### config.mk
export PLATFORM = sky130hd
export DESIGN_NAME = ctlTxPort
export DESIGN_NICKNAME = d
export VERILOG_FILES = /design/src/rtl/ctlTxPkg.sv /design/src/rtl/ctlTxCtrl.sv /design/src/rtl/ctlTxDatapath.sv /design/src/rtl/ctlTxPort.sv
export SDC_FILE = /design/constraint.sdc
export NUM_CORES = 1
export LEC_CHECK = 0
export BUFFER_PORTS_ARGS = -buffer_cell sky130_fd_sc_hd__buf_2
export CAP_MARGIN = 20
export CORE_AREA = 2 2 116 118
export CTS_CLUSTER_SIZE = 30
export DETAILED_ROUTE_END_ITERATION = 8
export DIE_AREA = 0 0 118 120
export PLACE_DENSITY = 0.86
export RECOVER_POWER = 25
export SYNTH_ARGS = -nofsm -noshare
export SYNTH_HDL_FRONTEND = slang
export SYNTH_SLANG_ARGS = --single-unit
### constraint.sdc
create_clock -name clk -period 1.89 [get_ports clk]
set_input_delay 0.2835 -clock clk [delete_from_list [all_inputs] [get_ports clk]]
set_output_delay 0.2835 -clock clk [all_outputs]
set_load 0.05 [all_outputs]
### src/rtl/ctlTxPkg.sv
package ctlTxPkg;
  localparam int PAY_W  = 64;
  localparam int ADDR_W = 2;

  typedef enum logic [ADDR_W-1:0] {
    ADDR_HDR      = 2'd0,
    ADDR_PAY_EOT  = 2'd1,
    ADDR_PAY_CONT = 2'd2,
    ADDR_SPARE    = 2'd3
  } regAddr_e;

  // strobes from control to datapath
  typedef struct packed {
    logic hdrLoad;
    logic pktLoad;
    logic eotVal;
  } txStrobe_t;
endpackage

### src/rtl/ctlTxCtrl.sv
module ctlTxCtrl
  import ctlTxPkg::*;
(
  input  logic              clk,
  input  logic              rstN,
  input  logic              regWrEn,
  input  logic [ADDR_W-1:0] regAddr,
  input  logic              pktReady,
  output txStrobe_t         strobe,
  output logic              regStall,
  output logic              pktValid
);
  regAddr_e addrE;
  logic     wrHdr;
  logic     wrPay;
  logic     validQ;

  always_comb begin
    addrE           = regAddr_e'(regAddr);
    wrHdr           = regWrEn && (addrE == ADDR_HDR);
    wrPay           = regWrEn && ((addrE == ADDR_PAY_EOT) || (addrE == ADDR_PAY_CONT));
    regStall        = wrPay && validQ && !pktReady;
    strobe.hdrLoad  = wrHdr;
    strobe.pktLoad  = wrPay && !regStall;
    strobe.eotVal   = (addrE == ADDR_PAY_EOT);
  end

  always_ff @(posedge clk) begin
    if (!rstN) begin
      validQ <= 1'b0;
    end else if (strobe.pktLoad) begin
      validQ <= 1'b1;
    end else if (pktReady) begin
      validQ <= 1'b0;
    end
  end

  assign pktValid = validQ;
endmodule

### src/rtl/ctlTxDatapath.sv
module ctlTxDatapath
  import ctlTxPkg::*;
#(
  parameter int ROUTE_W = 32,
  parameter int TAG_W   = 8
) (
  input  logic               clk,
  input  logic               rstN,
  input  txStrobe_t          strobe,
  input  logic [ADDR_W-1:0]  regAddr,
  input  logic [PAY_W-1:0]   regWrData,
  output logic [PAY_W-1:0]   regRdData,
  output logic [ROUTE_W-1:0] pktRoute,
  output logic [TAG_W-1:0]   pktTag,
  output logic               pktEot,
  output logic [PAY_W-1:0]   pktPayload
);
  localparam int HDR_W = ROUTE_W + TAG_W;

  logic [HDR_W-1:0] hdrQ;
  logic [PAY_W-1:0] hdrWide;

  always_ff @(posedge clk) begin
    if (!rstN) begin
      hdrQ <= '0;
    end else if (strobe.hdrLoad) begin
      hdrQ <= regWrData[HDR_W-1:0];
    end
  end

  always_ff @(posedge clk) begin
    if (!rstN) begin
      pktRoute   <= '0;
      pktTag     <= '0;
      pktEot     <= 1'b0;
      pktPayload <= '0;
    end else if (strobe.pktLoad) begin
      pktRoute   <= hdrQ[ROUTE_W-1:0];
      pktTag     <= hdrQ[HDR_W-1:ROUTE_W];
      pktEot     <= strobe.eotVal;
      pktPayload <= regWrData;
    end
  end

  generate
    if (HDR_W < PAY_W) begin : g_pad
      assign hdrWide = {{(PAY_W-HDR_W){1'b0}}, hdrQ};
    end else begin : g_full
      assign hdrWide = hdrQ[PAY_W-1:0];
    end
  endgenerate

  always_comb begin
    regRdData = (regAddr_e'(regAddr) == ADDR_HDR) ? hdrWide : '0;
  end
endmodule

### src/rtl/ctlTxPort.sv
module ctlTxPort #(
  parameter int ROUTE_W = 32,
  parameter int TAG_W   = 8
) (
  input  logic               clk,
  input  logic               rstN,
  input  logic               regWrEn,
  input  logic [1:0]         regAddr,
  input  logic [63:0]        regWrData,
  output logic [63:0]        regRdData,
  output logic               regStall,
  output logic               pktValid,
  input  logic               pktReady,
  output logic [ROUTE_W-1:0] pktRoute,
  output logic [TAG_W-1:0]   pktTag,
  output logic               pktEot,
  output logic [63:0]        pktPayload
);
  ctlTxPkg::txStrobe_t strobe;

  ctlTxCtrl u_ctrl (
    .clk      (clk),
    .rstN     (rstN),
    .regWrEn  (regWrEn),
    .regAddr  (regAddr),
    .pktReady (pktReady),
    .strobe   (strobe),
    .regStall (regStall),
    .pktValid (pktValid)
  );

  ctlTxDatapath #(.ROUTE_W(ROUTE_W), .TAG_W(TAG_W)) u_dp (
    .clk        (clk),
    .rstN       (rstN),
    .strobe     (strobe),
    .regAddr    (regAddr),
    .regWrData  (regWrData),
    .regRdData  (regRdData),
    .pktRoute   (pktRoute),
    .pktTag     (pktTag),
    .pktEot     (pktEot),
    .pktPayload (pktPayload)
  );
endmodule

==> flow_summary.ini, run 1 <==
[worst_setup_path]
critPathTopFamily = buffers and inverters
worstSetupStartpointType = flip-flop
critical_path_class = reg -> reg
max_stage_delay_ns = 0.41
cp_cell_sequence = nand2b_2, nor2b_1, buf_12, clkbuf_1, mux2i_1
crit_fanout = 12
cpMaxStageDelayCell = nor2b_1
path_buf_inv = 2
worst_setup_path_end_kind = flip-flop
required_ns = 2.23
critPathArrivalTime_ns = 1.96

[timing]
min_period_ns = 1.62
fin_worst_skew_ns = 0.00511
setup-tns-final_ns = 0
slew_viol_final = 0
fmax_ghz = 0.618
rsz0062_at_grt = false
period_share = 0.856
setup_violations = 0
slew_headroom = 0.251
fin_ws_ns = 0.272
max_slew.worst_pin.slew_ns = 1.12
whs_ns = 0.107
hold_viol_final = 0

[yosys]
ys_seq_area_frac = 0.474
syn-cell-area_um2 = 6170
ys_ff_latch = 146
yosysWarnings = 0
synth.distinct_cells = 16
avgSynthCellArea_um2 = 8.68
syn_inst = 710

[grt]
track_usage = 0.203
grt_pass1_vias = 4777
grtUsageMet3 = 0.0722
met1_usage = 0.239
grt_pass1_wl_mm = 22.9
antenna_found_initial = 0
met2_usage = 0.333
grt_max_degree = 55
grt.busiest_layer = met2
grt_overflow = 0

[place]
dp_hpwl_mm = 10.0
pre_cts_ws_ns = 0.165
portBuffers = 216
dp.cells = 1066
place_congestion = 0.778

[finish]
area_delta_synth_final_pct = 29.2
fillers = 1154
drive_above_1_share = 0.286
final_util = 0.614
regArea_um2 = 2920
nets = 981
layout_common_cells = nand2_1 (291), buf_2 (215), dfxtp_1 (146)
final_cells = 1098
multiInputGateArea_um2 = 2850
final_common_cell = nand2_1
diodes = 0

[drt]
via_per_inst = 4.69
drt_iter0_markers = 329
ant_nets = 0
firstDrtPassIters = 4
drt_wl_total_mm = 14.4
wl_per_cell_um = 13.1
vias = 5148
drc = 0

[run]
drv_cap = 0

[floorplanning]
rows = 42
fp.dieH_um = 120
dieWidth_um = 118
core_area_um2 = 13000
dieArea_um2 = 14200
io_pins = 241
start_util = 0.475

[clock_network]
h-tree-depth = 4
path_clk_slew_ns = 0.06
cts_tree = yes
holdBufCountCts = 0
clock_sinks = 146
cts_setup_buffers = 0
ctsResizeCount = 0
cts_root_buffer = clkbuf_16
clk_path_buf_depth = 2
cts_buffers = 17
clk_latency_ns = 0.41

[pwr]
pwr_density_cell_nw_per_um2 = 1030
worst_ir_drop_vdd_mv = 0.609
p_leak_nw = 3.70

[status]
status = finished, final reports clean

[hold_path]
worstHoldPathType = in -> reg
==> worst paths after layout <==
| kind | cells after the start | endpoint | slack, ns | start |
|---|---|---|---|---|
| max reg2reg | 5 | u_dp.pktTag[7]$_SDFFE_PN0P_ | 0.27 | u_ctrl.pktValid$_SDFFE_PN0P_ |
| min reg2reg | 2 | u_dp.pktRoute[19]$_SDFFE_PN0P_ | 0.45 | u_dp.pktRoute[19]$_SDFFE_PN0P_ |
| min | 3 | u_dp.pktPayload[56]$_SDFFE_PN0P_ | 0.11 | regWrData[56] |
| max | 5 | u_dp.pktTag[7]$_SDFFE_PN0P_ | 0.27 | u_ctrl.pktValid$_SDFFE_PN0P_ |
==> synthesized netlist by cell type <==
master      n  area (um^2)
a21boi_0   28          210
a21boi_1   13         97.6
and2_1     41          257
buf_2       5         25.0
buf_4      31          233
buf_6       7         78.8
clkbuf_1   34          128
conb_1      1         3.75
dfxtp_1   146         2920
ha_1        2         25.0
inv_1       2         7.51
mux2i_1   105         1050
nand2_1   292         1100
nand2b_4    1         13.8
nor2_1      1         3.75
nor2b_4     1         13.8
==> layout make-up <==
class | instances | share of cell area
Tap cell | 176 | 0.0276
Multi-Input combinational cell | 508 | 0.358
Clock buffer | 22 | 0.0608
Clock inverter | 10 | 0.0223
Inverter | 2 | 0.000942
Sequential cell | 146 | 0.367
Timing Repair Buffer | 234 | 0.164
==> worst min-delay path, stage by stage <==
cell and delay (ns):
buf_2 0.09, nand2_1 0.05, mux2i_1 0.05
==> cell families (layout without fill, tap and decap cells) <==
logic type,Yosys count,count (layout),share of synthesized area
adders and majority gates,2,2,0.00406
buffers and inverters,79,268,0.0765
and+or+nand+nor,336,336,0.224
other,1,24,0.000608
DFF,146,146,0.474
muxes,105,105,0.170
AOI/OAI and AO/OA,41,41,0.0499
==> through the flow <==
step                      total power [W]  area [um^2]
after detailed placement          0.00453         7330
final                             0.00818         7970
after floorplan                   0.00427         6250
after global routing              0.00847         7970
after CTS                         0.00826         8000
after global placement            0.00452         7330
==> registers in the layout (all words and copies together) (netlist names) <==
name             flops
u_dp.pktEot          1
u_dp.pktTag          8
u_dp.hdrQ           40
u_dp.pktPayload     64
u_dp.pktRoute       32
u_ctrl.pktValid      1
==> power by group <==
| part | internal (W) | total (W) | switching [W] | leakage (nW) |
|---|---|---|---|---|
| logic | 0.000334 | 0.00118 | 0.000848 | 2.19 |
| clock network | 0.00247 | 0.00372 | 0.00125 | 0.326 |
| registers | 0.00321 | 0.00327 | 0.0000673 | 1.19 |
| total | 0.00602 | 0.00818 | 0.00216 | 3.70 |
==> metal layers <==
metal / up-vias / share of wire
li1: 2603 / -
met1: 2330 / 0.44
met2: 184 / 0.47
met3: 31 / 0.065
met4: 0 / 0.027
met5: - / 0
Power figures use the tool's default switching activity.
==> run 2, diff against run 1 <==
CORE_AREA = 2 2 122 112   (was 2 2 116 118)
DIE_AREA = 0 0 124 114   (was 0 0 118 120)
==> flow_summary.ini, run 2 (same netlist as run 1, synthesis figures left out) <==
[timing]
period_share = 0.887
fin_worst_skew_ns = 0.00989
hold_viol_final = 0
fmax_ghz = 0.596
setup-tns-final_ns = 0
rsz0062_at_grt = false
whs_ns = 0.114
slew_headroom = 0.352
fin_ws_ns = 0.214
slew_viol_final = 0
max_slew.worst_pin.slew_ns = 0.971
setup_violations = 0
min_period_ns = 1.68

[clock_network]
cts_setup_buffers = 0
cts_root_buffer = clkbuf_16
clk_path_buf_depth = 2
clock_sinks = 146
ctsResizeCount = 0
path_clk_slew_ns = 0.06
holdBufCountCts = 0
cts_tree = yes
h-tree-depth = 4
clk_latency_ns = 0.41
cts_buffers = 17

[grt]
antenna_found_initial = 0
grt_max_degree = 64
grt_overflow = 0
grt_pass1_wl_mm = 22.7
grt_pass1_vias = 4690
track_usage = 0.207

[pwr]
pwr_density_cell_nw_per_um2 = 972
worst_ir_drop_vdd_mv = 0.641
p_leak_nw = 3.66

[worst_setup_path]
reg2regPathDepth = 5
critPathTopFamily = buffers and inverters
r2r_end = u_dp.pktPayload[30]$_SDFFE_PN0P_
cp_cell_sequence = nand2b_2, nor2b_1, clkbuf_1, buf_12, mux2i_1
cpMaxStageDelayCell = clkbuf_1
worstSetupStartpointType = flip-flop
path_buf_inv = 2
critPathArrivalTime_ns = 2.00
max_stage_delay_ns = 0.47
crit_fanout = 27
rrSetupSlack_ns = 0.21
required_ns = 2.22
critical_path_class = reg -> reg
r2r-start = u_ctrl.pktValid$_SDFFE_PN0P_
worst_setup_path_end_kind = flip-flop

[status]
status = finished, final reports clean

[finish]
largest_reg_flops = 64
drive_above_1_share = 0.286
area_delta_synth_final_pct = 27.4
nets = 978
layout_common_cells = nand2_1 (291), buf_2 (215), dfxtp_1 (146)
fillers = 1136
largest-register = u_dp.pktPayload
reg_top3 = u_dp.pktPayload (64), u_dp.hdrQ (40), u_dp.pktRoute (32)
final_cell_area_um2 = 7850
diodes = 0
final_common_cell = nand2_1

[hold_path]
worstHoldPathType = in -> reg
min_to = u_dp.pktPayload[41]$_SDFFE_PN0P_
min-delay-start = regWrData[41]
holdPathStages = 3

[place]
place_congestion = 0.797
dp_hpwl_mm = 10.2
placed_cell_area_um2 = 7350
portBuffers = 216
pre_cts_ws_ns = 0.148

[drt]
drc = 0
ant_nets = 0
via_per_inst = 4.77
drt_wl_total_mm = 14.7
firstDrtPassIters = 4
wl_per_cell_um = 13.6
vias = 5184
drt_iter0_markers = 294

[run]
drv_cap = 0

[floorplanning]
dieWidth_um = 124
io_pins = 241
fp.dieH_um = 114
core_area_um2 = 13000
rows = 40
start_util = 0.474
dieArea_um2 = 14100
-- run 2: cell count changes in the layout (fill, tap and decap cells not counted), sizes merged --
cell / previous run / this run
bufinv: 5 / 1
clkinv: 4 / 6
buf: 229 / 226
inv: 2 / 3
-- run 2: power breakdown --
part / switching [W] / total, W / internal, W
Sequential: 0.0000708 / 0.00328 / 0.00321
Clock: 0.00124 / 0.00318 / 0.00194
Combinational: 0.000850 / 0.00118 / 0.000334
Total: 0.00216 / 0.00764 / 0.00548
-- run 2: worst max-delay path by stage --
stage,to,startpoint,depth (start not counted)
2_1_floorplan,regStall,u_ctrl.pktValid$_SDFFE_PN0P_,2
5_1_grt,u_dp.pktPayload[30]$_SDFFE_PN0P_,u_ctrl.pktValid$_SDFFE_PN0P_,5
3_5_place_dp,u_dp.pktPayload[30]$_SDFFE_PN0P_,regAddr[0],8
3_3_place_gp,u_dp.pktPayload[30]$_SDFFE_PN0P_,regAddr[0],8
4_1_cts,regRdData[32],regAddr[1],6
6_report,u_dp.pktPayload[30]$_SDFFE_PN0P_,u_ctrl.pktValid$_SDFFE_PN0P_,5
-- run 2: through the flow --
step                      utilization  power (W)  std cells
final                           0.604    0.00764       1086
after CTS                       0.608    0.00773       1086
after detailed placement        0.565    0.00455       1055
after floorplan                     -    0.00427        733
after global routing            0.604    0.00797       1086
after global placement          0.565    0.00453       1055
-- run 2: layer usage --
layer  vias up  part of all wire  global-route usage
li1       2599                 -                   -
met1      2378              0.44               0.249
met2       180              0.47               0.335
met3        27             0.072              0.0810
met4         0             0.020              0.0734
met5         -                 0                   0
-- run 2: final cells by class --
| type | instances | area [um^2] | share of cell area |
|---|---|---|---|
| Timing Repair Buffer | 231 | 1300 | 0.166 |
| Clock inverter | 9 | 80.1 | 0.0102 |
| Inverter | 2 | 7.51 | 0.000956 |
| Clock buffer | 22 | 484 | 0.0617 |
| Multi-Input combinational cell | 508 | 2850 | 0.363 |
| Sequential cell | 146 | 2920 | 0.372 |
| Tap cell | 168 | 210 | 0.0268 |
-- run 2: worst reg2reg max path, delay by kind of cell, from the launching register on --
family                 cells  cell delay [ns]
AND/OR/NAND/NOR            2             0.26
multiplexers               1             0.25
flip-flops                 1             0.31
buffers and inverters      2             0.76
==> run 3, diff against run 2 <==
PLACE_DENSITY = 0.84   (was 0.86)
SKIP_CTS_REPAIR_TIMING = 1   (was default)
==> flow_summary.ini, run 3 (same netlist as run 1, synthesis figures left out) <==
[drt]
ant_nets = 0
drt_iter0_markers = 297
vias = 5151
via_per_inst = 4.76
firstDrtPassIters = 5
wl_per_cell_um = 13.5
drt_wl_total_mm = 14.6
drc = 0

[grt]
grt_max_degree = 62
track_usage = 0.206
grt_overflow = 0
grt_pass1_vias = 4753
antenna_found_initial = 0
grt_pass1_wl_mm = 22.8

[finish]
reg_top3 = u_dp.pktPayload (64), u_dp.hdrQ (40), u_dp.pktRoute (32)
layout_common_cells = nand2_1 (291), buf_2 (186), dfxtp_1 (146)
largest_reg_flops = 64
area_delta_synth_final_pct = 26.0
drive_above_1_share = 0.252
largest-register = u_dp.pktPayload
final_common_cell = nand2_1
diodes = 0
final_cell_area_um2 = 7770
nets = 974
final_cells = 1083

[hold_path]
holdPathStages = 3
worstHoldPathType = in -> reg
min_to = u_dp.pktPayload[58]$_SDFFE_PN0P_
min-delay-start = regWrData[58]

[floorplanning]
dieWidth_um = 124
rows = 40
start_util = 0.474
fp.dieH_um = 114
io_pins = 241
dieArea_um2 = 14100
core_area_um2 = 13000

[timing]
slew_viol_final = 0
rsz0062_at_grt = false
setup_violations = 0
period_share = 0.838
max_slew.worst_pin.slew_ns = 0.641
setup-tns-final_ns = 0
whs_ns = 0.117
min_period_ns = 1.58
hold_viol_final = 0
fmax_ghz = 0.631
fin_worst_skew_ns = 0.00772
slew_headroom = 0.574

[place]
placed_cell_area_um2 = 7270
dp.cells = 1051
portBuffers = 216
dp_hpwl_mm = 9.86
place_congestion = 0.780

[pwr]
p_leak_nw = 3.51
pwr_density_cell_nw_per_um2 = 976
total_power_w = 0.00758
worst_ir_drop_vdd_mv = 0.629

[clock_network]
clock_sinks = 146
clk_path_buf_depth = 2
cts_buffers = 17
clk_latency_ns = 0.41
path_clk_slew_ns = 0.06
cts_tree = yes
cts_root_buffer = clkbuf_16
h-tree-depth = 4

[run]
drv_cap = 0

[worst_setup_path]
cp_cell_sequence = buf_2, inv_1, ha_1, buf_12, and2_1, buf_2
max_stage_delay_ns = 0.26
critPathArrivalTime_ns = 1.30
cpMaxStageDelayCell = buf_2
reg2regPathDepth = 4
crit_top_cell = buf_2
critical_path_class = in -> out
worst_setup_path_end_kind = output port
crit_fanout = 42
rrSetupSlack_ns = 0.32
r2r_end = u_dp.pktPayload[34]$_SDFFE_PN0P_
worstSetupStartpointType = input port
r2r-start = u_ctrl.pktValid$_SDFFE_PN0P_
required_ns = 1.61

[status]
status = finished, final reports clean
## run 3: layout make-up
cell class | count | area, um^2
clock buffer | 22 | 474
clock inverter | 10 | 83.8
fill | 1156 | 5240
inverter | 2 | 7.51
multi-input combinational | 508 | 2850
sequential | 146 | 2920
tap | 168 | 210
timing repair buffer | 227 | 1220
## run 3: metrics by stage
stage / util / setup WS (ns)
global placement: 0.559 / 0.254
detailed placement: 0.559 / 0.188
global route: 0.597 / 0.226
CTS: 0.602 / 0.305
floorplan: - / 0.209
finish: 0.597 / 0.306
## run 3: routing by layer
metal	global-route usage	vias to the layer above	wire, um
li1	-	2587	-
met1	0.253	2364	6520
met2	0.340	180	6790
met3	0.0705	20	1150
met4	0.0614	0	187
met5	0	-	0
## run 3: worst max-delay path by stage
| stage | startpoint | to | slack, ns |
|---|---|---|---|
| final | regAddr[1] | regRdData[33] | 0.31 |
| after global routing | regAddr[1] | u_dp.hdrQ[31]$_SDFFE_PN0P_ | 0.23 |
| after CTS | regAddr[1] | regRdData[33] | 0.30 |
| after detailed placement | regAddr[0] | u_dp.pktPayload[34]$_SDFFE_PN0P_ | 0.19 |
| after floorplan | u_ctrl.pktValid$_SDFFE_PN0P_ | regStall | 0.21 |
| after global placement | regAddr[0] | u_dp.pktPayload[40]$_SDFFE_PN0P_ | 0.25 |
## run 3: power by group
group          leakage (nW)  internal (W)  switching [W]
Combinational          2.05      0.000312       0.000845
Sequential             1.19       0.00321      0.0000702
Clock                 0.275       0.00190        0.00125
Total                  3.51       0.00542        0.00216
## run 3: worst max-delay path: cells and delay by family
kind | cells | cell delay [ns]
buffers and inverters | 4 | 0.64
adders and majority gates | 1 | 0.19
and+or+nand+nor | 1 | 0.16
